File: src/rtl/rn_pkg.sv
package rn_pkg;

  typedef enum logic [2:0] {
    CLS_MOVRR  = 3'd0,
    CLS_XOR    = 3'd1,
    CLS_ALU    = 3'd2,
    CLS_LOAD   = 3'd3,
    CLS_MOVIMM = 3'd4
  } insn_class_e;

  // Copy may share the source register when it is the zero register
  // or when its reference count still has headroom.
  function automatic logic copy_can_share(input logic src_is_zero,
                                          input logic src_saturated);
    return src_is_zero || !src_saturated;
  endfunction

  // Zeroing idiom: exclusive-or of an index with itself.
  function automatic logic is_zero_idiom(input insn_class_e cls,
                                         input logic same_src);
    return (cls == CLS_XOR) && same_src;
  endfunction

endpackage

File: src/rtl/rn_free_pool.sv
module rn_free_pool #(
  parameter int NUM_PHYS = 48,
  parameter int NUM_ARCH = 16,
  parameter int PW       = 6
) (
  input  logic          clk,
  input  logic          rst_n,
  input  logic          take,
  input  logic          give,
  input  logic [PW-1:0] give_idx,
  output logic          avail,
  output logic [PW-1:0] alloc_idx
);

  logic [NUM_PHYS-1:0] free_q;

  // Lowest-numbered free register wins.
  always_comb begin
    avail     = 1'b0;
    alloc_idx = '0;
    for (int i = NUM_PHYS - 1; i >= 1; i--) begin
      if (free_q[i]) begin
        avail     = 1'b1;
        alloc_idx = PW'(i);
      end
    end
  end

  for (genvar g = 0; g < NUM_PHYS; g++) begin : g_slot
    if (g == 0) begin : g_zero
      assign free_q[g] = 1'b0;
    end else begin : g_reg
      always_ff @(posedge clk) begin
        if (!rst_n)
          free_q[g] <= (g > NUM_ARCH);
        else if (take && alloc_idx == PW'(g))
          free_q[g] <= 1'b0;
        else if (give && give_idx == PW'(g))
          free_q[g] <= 1'b1;
      end
    end
  end

endmodule

File: src/rtl/rn_refcnt.sv
module rn_refcnt #(
  parameter int NUM_PHYS = 48,
  parameter int NUM_ARCH = 16,
  parameter int PW       = 6,
  parameter int RC_W     = 2
) (
  input  logic          clk,
  input  logic          rst_n,
  input  logic          inc,
  input  logic [PW-1:0] inc_idx,
  input  logic          dec,
  input  logic [PW-1:0] dec_idx,
  input  logic [PW-1:0] q_idx,
  output logic          q_saturated,
  output logic          freed
);

  localparam logic [RC_W-1:0] CNT_MAX = {RC_W{1'b1}};

  logic [RC_W-1:0] cnt_q [NUM_PHYS];
  logic            dec_live;
  logic            inc_same;

  assign q_saturated = (cnt_q[q_idx] == CNT_MAX);
  assign dec_live    = dec && (dec_idx != '0) && (cnt_q[dec_idx] != '0);
  assign inc_same    = inc && (inc_idx == dec_idx);
  assign freed       = dec_live && (cnt_q[dec_idx] == RC_W'(1)) && !inc_same;

  for (genvar g = 0; g < NUM_PHYS; g++) begin : g_cnt
    if (g == 0) begin : g_zero
      assign cnt_q[g] = '0;
    end else begin : g_reg
      logic inc_hit;
      logic dec_hit;
      assign inc_hit = inc && (inc_idx == PW'(g));
      assign dec_hit = dec_live && (dec_idx == PW'(g));
      always_ff @(posedge clk) begin
        if (!rst_n)
          cnt_q[g] <= (g <= NUM_ARCH) ? RC_W'(1) : '0;
        else
          cnt_q[g] <= cnt_q[g] + RC_W'(inc_hit) - RC_W'(dec_hit);
      end
    end
  end

endmodule

File: src/rtl/rn_map_table.sv
module rn_map_table #(
  parameter int NUM_ARCH = 16,
  parameter int AW       = 4,
  parameter int PW       = 6
) (
  input  logic          clk,
  input  logic          rst_n,
  input  logic [AW-1:0] ra,
  input  logic [AW-1:0] rb,
  input  logic [AW-1:0] rd,
  output logic [PW-1:0] pa,
  output logic [PW-1:0] pb,
  output logic [PW-1:0] pd,
  input  logic          we,
  input  logic [AW-1:0] wa,
  input  logic [PW-1:0] wdata
);

  logic [PW-1:0] map_q [NUM_ARCH];

  assign pa = map_q[ra];
  assign pb = map_q[rb];
  assign pd = map_q[rd];

  for (genvar g = 0; g < NUM_ARCH; g++) begin : g_ent
    always_ff @(posedge clk) begin
      if (!rst_n)
        map_q[g] <= PW'(g + 1);
      else if (we && wa == AW'(g))
        map_q[g] <= wdata;
    end
  end

endmodule

File: src/rtl/rn_move_elim_rename.sv
module rn_move_elim_rename #(
  parameter int NUM_ARCH = 16,
  parameter int NUM_PHYS = 48,
  parameter int RC_W     = 2,
  localparam int AW      = $clog2(NUM_ARCH),
  localparam int PW      = $clog2(NUM_PHYS)
) (
  input  logic          clk,
  input  logic          rst_n,
  input  logic          in_valid,
  input  logic [2:0]    in_class,
  input  logic [AW-1:0] in_src_a,
  input  logic [AW-1:0] in_src_b,
  input  logic [AW-1:0] in_dst,
  input  logic          rel_valid,
  input  logic [PW-1:0] rel_preg,
  output logic          rn_stall,
  output logic          out_fire,
  output logic [PW-1:0] out_psrc_a,
  output logic [PW-1:0] out_psrc_b,
  output logic [PW-1:0] out_pdst,
  output logic [PW-1:0] out_pold,
  output logic          out_exec
);
  import rn_pkg::*;

  insn_class_e   cls;
  logic          zero_idiom;
  logic          copy_elim;
  logic          no_exec;
  logic          src_saturated;
  logic          src_is_zero;
  logic          pool_avail;
  logic [PW-1:0] alloc_idx;
  logic          alloc_take;
  logic          cnt_inc;
  logic [PW-1:0] cnt_inc_idx;
  logic          freed_evt;

  assign cls         = insn_class_e'(in_class);
  assign src_is_zero = (out_psrc_a == '0);
  assign zero_idiom  = is_zero_idiom(cls, in_src_a == in_src_b);
  assign copy_elim   = (cls == CLS_MOVRR) && copy_can_share(src_is_zero, src_saturated);
  assign no_exec     = zero_idiom || copy_elim;

  assign rn_stall    = in_valid && !no_exec && !pool_avail;
  assign out_fire    = in_valid && !rn_stall;
  assign alloc_take  = out_fire && !no_exec;
  assign out_exec    = !no_exec;

  always_comb begin
    if (zero_idiom)     out_pdst = '0;
    else if (copy_elim) out_pdst = out_psrc_a;
    else                out_pdst = alloc_idx;
  end

  assign cnt_inc     = alloc_take || (out_fire && copy_elim && !zero_idiom && !src_is_zero);
  assign cnt_inc_idx = alloc_take ? alloc_idx : out_psrc_a;

  rn_map_table #(.NUM_ARCH(NUM_ARCH), .AW(AW), .PW(PW)) u_map (
    .clk   (clk),
    .rst_n (rst_n),
    .ra    (in_src_a),
    .rb    (in_src_b),
    .rd    (in_dst),
    .pa    (out_psrc_a),
    .pb    (out_psrc_b),
    .pd    (out_pold),
    .we    (out_fire),
    .wa    (in_dst),
    .wdata (out_pdst)
  );

  rn_refcnt #(.NUM_PHYS(NUM_PHYS), .NUM_ARCH(NUM_ARCH), .PW(PW), .RC_W(RC_W)) u_cnt (
    .clk         (clk),
    .rst_n       (rst_n),
    .inc         (cnt_inc),
    .inc_idx     (cnt_inc_idx),
    .dec         (rel_valid),
    .dec_idx     (rel_preg),
    .q_idx       (out_psrc_a),
    .q_saturated (src_saturated),
    .freed       (freed_evt)
  );

  rn_free_pool #(.NUM_PHYS(NUM_PHYS), .NUM_ARCH(NUM_ARCH), .PW(PW)) u_pool (
    .clk       (clk),
    .rst_n     (rst_n),
    .take      (alloc_take),
    .give      (freed_evt),
    .give_idx  (rel_preg),
    .avail     (pool_avail),
    .alloc_idx (alloc_idx)
  );

endmodule

File: config.mk
export PLATFORM = sky130hd
export DESIGN_NAME = rn_move_elim_rename
export DESIGN_NICKNAME = d
export VERILOG_FILES = /design/src/rtl/rn_pkg.sv /design/src/rtl/rn_free_pool.sv /design/src/rtl/rn_refcnt.sv /design/src/rtl/rn_map_table.sv /design/src/rtl/rn_move_elim_rename.sv
export SDC_FILE = /design/constraint.sdc
export NUM_CORES = 1
export LEC_CHECK = 0
export BUFFER_PORTS_ARGS = -buffer_cell sky130_fd_sc_hd__buf_4
export CELL_PAD_IN_SITES_DETAIL_PLACEMENT = 1
export CELL_PAD_IN_SITES_GLOBAL_PLACEMENT = 2
export CORE_ASPECT_RATIO = 0.9
export CORE_MARGIN = 3
export CORE_UTILIZATION = 43
export CTS_BUF_LIST = sky130_fd_sc_hd__clkbuf_8
export CTS_CLUSTER_SIZE = 10
export DETAILED_ROUTE_END_ITERATION = 7
export GPL_ROUTABILITY_DRIVEN = 0
export PLACE_DENSITY_LB_ADDON = 0.1
export SLEW_MARGIN = 25
export SYNTH_ARGS = -nofsm -noshare
export SYNTH_HDL_FRONTEND = slang
export SYNTH_SLANG_ARGS = --single-unit
File: constraint.sdc
create_clock -name clk -period 5.4 [get_ports clk]
set_input_delay 0.27 -clock clk [delete_from_list [all_inputs] [get_ports clk]]
set_output_delay 0.27 -clock clk [all_outputs]
set_load 0.01 [all_outputs]
## Word level (Yosys, flattened, before mapping)

Memory sizes are Yosys's and may differ from the RTL's.
Index checks and enable logic that the tools add are counted.

| storage, ports and cells | value |
|---|---|
| bits in writable memories | 96 |
| word-level logic and storage cells | 881 |
| input bits | 25 |
| flip-flop bits (word level) | 141 |
| memories | 1 |
| output and inout bits | 27 |

Memory list:

| name | words | bits a word | rd ports | clocked after memory_dff | wr ports | line | text |
|---|---|---|---|---|---|---|---|
| u_map.map_q | 16 | 6 | 3 | 0 | 16 | rn_map_table.sv:19 | `logic [PW-1:0] map_q [NUM_ARCH];` |

| operators by class | value |
|---|---|
| reductions and logical operators | 280 |
| muxes and demuxes | 230 |
| eq/ne operators | 161 |
| add/sub/neg operators | 94 |
| bitwise gates (word level) | 19 |
| magnitude comparators | 2 |

Operator list:

| kind | count |
|---|---|
| $mux 6 | 66 |
| $eq 6x5->1 const B | 48 |
| $eq 6x6->1 const B | 48 |
| $logic_and 1x1->1 | 218 |
| $mux 1 | 158 |
| $eq 6x4->1 const B | 24 |
| $add 2x1->2 | 47 |
| $sub 2x1->2 | 47 |
| $eq 6x3->1 const B | 12 |
| $reduce_bool 2->1 | 32 |
| $eq 6x2->1 const B | 6 |
| $eq 4x4->1 const B | 8 |
| $reduce_or 2->1 | 16 |
| $bmux 2 s6 | 2 |
| $eq 6x1->1 const B | 3 |
| $eq 4x3->1 const B | 4 |
| $or 1x1->1 | 16 |
| $ge 7x7->1 const B | 2 |
| $not 6->7 | 2 |
| $eq 4x2->1 const B | 2 |
| $mux 2 | 4 |
| $logic_not 1->1 | 7 |
| $eq 6x6->1 | 1 |
| $logic_not 6->1 | 1 |
| 10 further kinds | 12 |

## Depth between registers and ports, before layout

Gate-level depths: netlist of the first run.

| logic depth | value |
|---|---|
| word-level depth | 61 |
| gate-level depth with buffers | 24 |

## By module

Synthesis of the first run repeated with hierarchy kept, for this count alone.

| second synthesis, totals | value |
|---|---|
| cells, all modules | 1597 |
| area total of the unflattened synthesis | 16544.6 sq um |

By module, submodules not included:

| module | sequential area each (sq um) | times used | cells an instance | area each (sq um) |
|---|---|---|---|---|
| rn_refcnt | 1881.8 | 1 | 796 | 7123.1 |
| rn_map_table | 2882.8 | 1 | 410 | 6123.4 |
| rn_free_pool | 940.9 | 1 | 351 | 2961.6 |
| rn_move_elim_rename | 0.0 | 1 | 40 | 336.6 |

## Least setup slack after synthesis of the first run

No wires, ideal clock.

| path | value |
|---|---|
| kind | input port to flip-flop |
| from | input port rel_preg[0] |
| to | register u_cnt.cnt_q[19] (netlist bit) |
| buffers on the path | 4 |
| cell stages on the path | 19 |
| data required time | 5.272 ns |
| arrival time | 4.070 ns |
| path slack | 1.202 ns |
| cell sequence | buf_2 > buf_1 > mux4_2 > mux4_2 > mux2i_1 > nor2_1 > a21oi_1 > inv_1 > o21ai_0 > or2_2 > clkbuf_1 > clkbuf_1 > nor2_1 > ha_1 > inv_1 > ha_1 > xor2_1 > xnor2_1 > nor2_1 |

| on the way | value |
|---|---|
| word-level cells in the longest chain between the ends | 8 |

Ends and longest elaborated chain:

| element | line | text |
|---|---|---|
| start: declaration | rn_move_elim_rename.sv:16 | `input logic [PW-1:0] rel_preg,` |
| $not 6->7 (not written as such) | rn_refcnt.sv:25 | `assign dec_live = dec && (dec_idx != '0) && (cnt_q[dec_idx] != '0);` |
| $bmux 2 s6 | rn_refcnt.sv:25 |  |
| $mux 2 (not written as such) (2 in series) | rn_refcnt.sv:25 |  |
| $reduce_bool 2->1 | rn_refcnt.sv:25 |  |
| $logic_and 1x1->1 | rn_refcnt.sv:25 |  |
| $logic_and 1x1->1 * | rn_refcnt.sv:36 | `assign dec_hit = dec_live && (dec_idx == PW'(g));` |
| $sub 2x1->2 * | rn_refcnt.sv:41 | `cnt_q[g] <= cnt_q[g] + RC_W'(inc_hit) - RC_W'(dec_hit);` |
| end signal: indexed assignment | rn_refcnt.sv:39 | `cnt_q[g] <= (g <= NUM_ARCH) ? RC_W'(1) : '0;` |
| end signal: indexed assignment | rn_refcnt.sv:41 |  |
| end: declaration | rn_refcnt.sv:20 | `logic [RC_W-1:0] cnt_q [NUM_PHYS];` |

Mark *: on every way between the ends. The rest lies on a longest branch, timed or not. The select of a mux whose other input is x is not followed.
A chain may end at the register's enable or synchronous reset.

==> results of run 1 <==
## state kept, by name, summed over array words and instances (netlist names)
signal	count
u_map.map_q	96
u_cnt.cnt_q	94
u_pool.free_q	47
## layout make-up
class	instances	share of cell area (%)
Clock inverter	29	1.797
Timing Repair Buffer	133	5.396
Sequential cell	237	30.45
Clock buffer	55	4.041
Inverter	116	2.324
Tap cell	483	3.226
Multi-Input combinational cell	1229	52.76
## through the flow
step / power, mW / util (%)
after floorplan: 2.472 / -
after global placement: 2.816 / 46.87
after detailed placement: 2.826 / 46.87
after CTS: 5.027 / 49.77
after global routing: 5.174 / 49.77
final: 4.997 / 49.77
## layer usage
layer / track usage, % / vias up / share of wire, %
met5: 0 / - / 0
met4: 12.54 / 0 / 4.0
met3: 7.513 / 143 / 8.3
met2: 48.21 / 622 / 44
met1: 43.86 / 7258 / 44
li1: - / 6335 / -
## cell families (layout without fill, tap and decap cells)
| logic type | count (synthesis) | count (layout) | share of synthesized area [%] |
|---|---|---|---|
| AND/OR/NAND/NOR | 624 | 624 | 17.89 |
| AO/OA/AOI/OAI | 261 | 261 | 12.11 |
| adder cells (fa/ha/maj) | 94 | 94 | 7.108 |
| multiplexers | 149 | 149 | 17.25 |
| XOR/XNOR | 101 | 101 | 5.346 |
| flip-flops | 237 | 237 | 34.48 |
| buffers and inverters | 230 | 333 | 5.822 |
## placed cells by master (no fill, tap or decap), types with 19 or more instances in the layout
cell type  synthesis  routed
xor2_1            51      51
clkbuf_8           0      55
ha_1              94      94
mux4_2           107     107
nor2_1           216     216
nand2b_1          28      28
or3_1             30      30
inv_1            112     125
a21oi_1           52      52
o211ai_1          19      19
dfxtp_1          141     141
nand3_1           23      23
buf_4              3     132
mux2i_1           32      32
edfxtp_1          96      96
and2_1            36      36
nand2_1          134     134
xnor2_1           50      50
nor3_1            76      76
o21ai_0           53      53
## worst paths after layout
kind | slack, ns | endpoint | cells after the start | start
worst min register to register | 0.54 | u_pool.free_q[16]$_SDFFE_PP0P_ | 2 | u_pool.free_q[16]$_SDFFE_PP0P_
worst max-delay path | 0.25 | out_pdst[3] | 12 | u_map.map_q[5][1]$_SDFFCE_PN1P_
worst min-delay path | 0.07 | u_pool.free_q[19]$_SDFFE_PN1P_ | 2 | rst_n
worst max register to register | 0.25 | u_map.map_q[1][0]$_SDFFCE_PN0P_ | 12 | u_map.map_q[5][1]$_SDFFCE_PN1P_
## power by group through the flow
stage | logic (mW) | registers [mW] | clock network, mW
detailed placement | 0.853 | 1.97 | 0
finish | 0.869 | 1.94 | 2.19
CTS | 0.859 | 1.93 | 2.23
global placement | 0.845 | 1.97 | 0
global route | 0.921 | 1.94 | 2.31
floorplan | 0.518 | 1.95 | 0
==> key figures, run 1 <==
Outcome
  • Status: complete, no violations

Global route
  • Tot GR Track Use: 31.74%
  • Global-route wire length before repair: 95830 um
  • Remaining global-route overflow: 0
  • Vias in the first global route: 14.69k
  • Largest net degree at the start of global routing: 66
  • Initial antenna violation count: 1

STA
  • Post-layout min period: 5.149 ns
  • Max transition margin: 34.19%
  • Worst Max-Slew Pin Slew: 0.9871 ns
  • Final worst-path cycle share: 95.36%
  • Final clock skew: 0.03074 ns
  • Max Slew Vio Count: 0
  • Max frequency: 194.2 MHz
  • Final count of hold timing violations: 0
  • Final worst slack: 0.2507 ns
  • Min Hold Slack: 0.06762 ns
  • Setup Viol. Count Final: 0
  • Fin Setup TNS: 0 ns
  • Unrepaired setup endpoints after global routing: no

Floorplan
  • Rows: 67
  • Die Y: 192.1 um
  • Ports: 52
  • Die area: 40880 sq um
  • Core ar.: 37640 sq um
  • Die width: 212.8 um
  • Initial Util: 43.96%

Pwr
  • VDD IR max: 0.0001915 V
  • Pint: 3.522 mW
  • Comb power frac: 17.4%
  • Sw Share: 29.53%
  • Power per cell area: 266.8 nW/um^2
  • Psw: 1.475 mW
  • Seq pwr share: 38.8%
  • Clock power frac: 43.8%
  • Leak Pwr: 7.420 nW

Cells and area
  • Area of the multi-input gates: 9884 sq um
  • Register area: 5705 sq um
  • Final instance area: 18730 sq um
  • Filler cell count: 4211
  • Nets: 1882
  • Synth-to-layout area growth: 13.22%
  • Antenna Cells: 0
  • Share of cells above drive strength 1: 20.57%
  • Non-filler cells, final: 2282

Setup path
  • CP Max Fanout: 12
  • Critical Path RT: 5.13 ns
  • CP delay by family, top: multiplexers
  • Worst path bufs/invs: 2
  • Crit. End Element: output pin
  • CP most frequent cell: buf_4
  • Critical path, cell by cell: mux4_2 -> mux2_2 -> mux2i_4 -> nand3_2 -> a311o_1 -> o2111a_1 -> a41oi_2 -> and3_1 -> buf_4 -> mux2i_1 -> nor2_1 -> buf_4
  • Worst EP arrival: 4.88 ns
  • CP max-delay cell: mux4_2
  • Startpoint Class: register
  • Critical path class: reg2out
  • Largest stage delay, worst path: 0.52 ns

Routing
  • DR WL/cell: 28.01 um
  • Routed WL: 63920 um
  • Vias: 14.36k
  • Starting DRC count in detailed routing: 1389
  • DRT antenna net count: 0
  • DRC: 0
  • TritonRoute pass-1 iters: 5
  • Vias/cell: 6.292

Synthesis
  • Ranking of synthesized cells by area: edfxtp_1 17%, dfxtp_1 17%, mux4_2 15%, ha_1 7.1%, nor2_1 4.9%
  • Yosys top cell area share: 17.42%
  • Sequential-to-total area share from yosys stat: 34.48%
  • Post-synth top flop: dfxtp_1
  • Synth Instances: 1696
  • Async S/R FF share, synth: 0%
  • Syn nets: 1815
  • Avg Cell Area, Syn: 9.757 sq um
  • Most instantiated cells after synthesis: 216 x nor2_1, 141 x dfxtp_1, 134 x nand2_1
  • Number of synthesized flops with an enable pin: 96
  • Synthesized flop and latch total: 237
  • Synth Warn #: 0
  • Unique cell type count in the Yosys netlist: 91
  • Most frequent cell after synthesis: nor2_1
  • Synth Cell Area: 16550 sq um
  • Largest area contributor in the netlist: edfxtp_1

Placed design
  • Placed Instances: 2198
  • Pre-CTS WS: 0.1054 ns
  • Post-DP HPWL: 45950 um
  • Port Buffer Count: 51
  • Dpl cell area: 17640 sq um

Clock tree
  • Cts hold-fix bufs: 0
  • CTS Buf Count: 46
  • CTS tree: yes
  • Num Clock Sinks: 237
  • Worst-path clk slew: 0.07 ns
  • Post-CTS Setup Bufs: 0
  • CTS resizes: 0
  • H-Tree Depth: 2
  • Later-pin clock latency in the skew report: 0.62 ns
  • Root Buffer: clkbuf_8
  • Max Root-Sink Buffers: 3

Min path
  • Class of the worst hold path: in2reg

Flow run
  • Max Cap Violations: 0
Power figures use the tool's default switching activity.
==> run 2: changes to the inputs <==
- CORE_UTILIZATION: 43 -> 42
- CTS_BUF_LIST: sky130_fd_sc_hd__clkbuf_8 -> default
==> key figures, run 2 (synthesized netlist as in run 1, its figures left out) <==
Clock tree
  • Worst-path clk slew: 0.06 ns (about the same)
  • Root Buffer: clkbuf_16
  • H-Tree Depth: 1 (-1)
  • Num Clock Sinks: 237 (unchanged)
  • Later-pin clock latency in the skew report: 0.57 ns (-0.05 ns)
  • CTS tree: yes
  • Post-CTS Setup Bufs: 0 (unchanged)
  • CTS Buf Count: 30 (-35%)
  • Max Root-Sink Buffers: 3 (unchanged)

Routing
  • DRC: 0 (unchanged)
  • TritonRoute pass-1 iters: 6 (+1)
  • Vias/cell: 6.185 (-1.7%)
  • Vias: 14.13k (-1.6%)
  • DRT antenna net count: 0 (unchanged)
  • Routed WL: 62050 um (-2.9%)
  • DR WL/cell: 27.16 um (-3.0%)
  • Starting DRC count in detailed routing: 1114 (-20%)

Cells and area
  • Most frequent cells in the layout: 213 x nor2_1, 141 x dfxtp_1, 134 x nand2_1, 122 x buf_4, 111 x inv_1
  • Nets: 1856 (-1.4%)
  • Final instance area: 18580 sq um (-0.82%)
  • Register area: 5705 sq um (unchanged)
  • Filler cell count: 4360 (+3.5%)
  • Biggest regs: u_map.map_q: 96 flops, u_cnt.cnt_q: 94 flops, u_pool.free_q: 47 flops
  • Non-filler cells, final: 2285 (+0.13%)
  • Share of cells above drive strength 1: 19.10% (-1.5 points)
  • Area of the multi-input gates: 9906 sq um (+0.22%)
  • Leading cell type in the layout, fill and taps excluded: nor2_1
  • Largest Register: u_map.map_q
  • Max reg flops: 96 (unchanged)
  • Synth-to-layout area growth: 12.29%

STA
  • Unrepaired setup endpoints after global routing: no
  • Post-layout min period: 5.112 ns (-0.03691 ns)
  • Worst Max-Slew Pin Slew: 0.9921 ns (+0.004952 ns)
  • Fin Setup TNS: 0 ns (unchanged)
  • Final worst-path cycle share: 94.67% (-0.68 points)
  • Final worst slack: 0.2876 ns (+0.03691 ns)
  • Final count of hold timing violations: 0 (unchanged)
  • Min Hold Slack: 0.09984 ns (+0.03223 ns)
  • Final clock skew: 0.01194 ns (-0.01880 ns)
  • Max Slew Vio Count: 0 (unchanged)
  • Max transition margin: 33.86% (-0.33 points)
  • Max frequency: 195.6 MHz (+0.72%)
  • Setup Viol. Count Final: 0 (unchanged)

Floorplan
  • Core ar.: 38630 sq um (+2.6%)
  • Ports: 52 (unchanged)
  • Initial Util: 42.84% (-1.1 points)
  • Rows: 68 (+1.5%)
  • Die area: 41820 sq um (+2.3%)
  • Die width: 215.2 um (+1.1%)
  • Die Y: 194.3 um (+1.1%)

Setup path
  • Worst EP arrival: 4.84 ns (-0.04 ns)
  • CP max-delay cell: mux4_2
  • Critical Path RT: 5.13 ns (about the same)
  • R2r endpoint: u_map.map_q[6][4]$_SDFFCE_PN0P_
  • R2R Setup Slk: 0.33 ns (+0.08 ns)
  • Worst path bufs/invs: 3 (+1)
  • CP delay by family, top: multiplexers
  • CP Max Fanout: 14 (+2)
  • Worst Reg-to-Reg Cells: 11 (-1)
  • Reg-to-reg startpoint: u_map.map_q[15][1]$_SDFFCE_PN0P_
  • Critical path class: reg2out
  • Crit. End Element: output pin
  • Startpoint Class: register
  • Largest stage delay, worst path: 0.50 ns (-0.02 ns)
  • Critical path, cell by cell: mux4_2 -> mux2_2 -> mux2i_4 -> buf_4 -> mux2_2 -> a211oi_4 -> and3_1 -> buf_4 -> mux2_2 -> nor2_2 -> buf_4

Min path
  • Hold Startpoint: rst_n
  • Class of the worst hold path: in2reg
  • WHS Endpoint: u_pool.free_q[19]$_SDFFE_PN1P_
  • Hold-critical path depth: 2 (unchanged)

Global route
  • Largest net degree at the start of global routing: 66 (unchanged)
  • Vias in the first global route: 14.33k (-2.4%)
  • Tot GR Track Use: 29.42% (-2.3 points)
  • Global-route wire length before repair: 93380 um (-2.6%)
  • Initial antenna violation count: 1 (unchanged)
  • Remaining global-route overflow: 0 (unchanged)

Placed design
  • Placed Instances: 2230 (+1.5%)
  • Port Buffer Count: 51 (unchanged)
  • Dpl cell area: 17630 sq um (about the same)
  • Pre-CTS WS: 0.08734 ns (-0.01807 ns)
  • Post-DP HPWL: 44890 um (-2.3%)

Pwr
  • Power per cell area: 255.4 nW/um^2 (-4.2%)
  • VDD IR max: 0.0002097 V (+9.5%)
  • Leak Pwr: 7.227 nW (-2.6%)

Outcome
  • Status: complete, no violations

Flow run
  • Max Cap Violations: 0 (unchanged)
## run 2: changes by cell type in the layout (fill, tap and decap cells not counted), sizes merged
cell / change
clkbuf: -4
diode: +1
bufinv: -8
buf: -10
clkinv: -2
clkinvlp: -1
inv: -15
## run 2: layout make-up
cell class / instances / share of cell area, %
multi-input cells: 1229 / 53.31
flip-flops and latches: 237 / 30.71
repair buffers: 123 / 5.037
clock buffers: 51 / 4.956
well taps: 525 / 3.535
inverters: 116 / 2.343
clock inverters: 3 / 0.09428
diodes: 1 / 0.01347
## run 2: metal layers
layer | GRT usage [%] | part of all wire, % | wire length (um)
met2 | 46.27 | 45 | 27920
met4 | 6.975 | 2.5 | 1553
met5 | 0 | 0.021 | 13
met1 | 41.87 | 45 | 27710
met3 | 6.128 | 7.8 | 4846
## run 2: power breakdown
| part | leakage, nW | switching (mW) | internal (mW) |
|---|---|---|---|
| registers | 2.04 | 0.0357 | 1.90 |
| logic | 4.73 | 0.556 | 0.305 |
| clock network | 0.456 | 0.807 | 1.14 |
## run 2: worst max-delay path by stage
stage | cells after the start | endpoint | slack, ns | startpoint
2_1_floorplan | 19 | u_cnt.cnt_q[19]$_SDFF_PN0_ | 1.20 | rel_preg[0]
3_3_place_gp | 14 | u_map.map_q[9][3]$_SDFFCE_PN1P_ | 0.1 | in_src_a[1]
3_5_place_dp | 14 | u_map.map_q[11][1]$_SDFFCE_PN0P_ | 0.09 | in_src_a[1]
4_1_cts | 13 | out_pdst[1] | 0.05 | u_map.map_q[15][0]$_SDFFCE_PN0P_
5_1_grt | 13 | out_pdst[1] | 0.03 | u_map.map_q[15][0]$_SDFFCE_PN0P_
6_report | 11 | out_pdst[1] | 0.29 | u_map.map_q[15][1]$_SDFFCE_PN0P_
## run 2: timing repair
action / CTS / global route
setup endpoints to repair: 0 / 16
hold buffers: 0 / 0
resized for setup: 0 / 6
## run 2: stage by stage
step	util, %	total power, mW
finish	48.10	4.746
global route	48.10	4.909
CTS	48.06	4.777
detailed placement	45.63	2.820
global placement	45.63	2.808
floorplan	-	2.472
## run 2: worst reg2reg max path, cell delays in order, from the launching register on
cell      delay, ns
edfxtp_1       0.43
mux4_2         0.50
mux2_2         0.33
mux2i_4        0.39
buf_4          0.28
mux2_2         0.42
a211oi_4       0.40
and3_1         0.38
o21ai_2        0.19
or3b_1         0.66
o21ai_0        0.55
buf_4          0.25
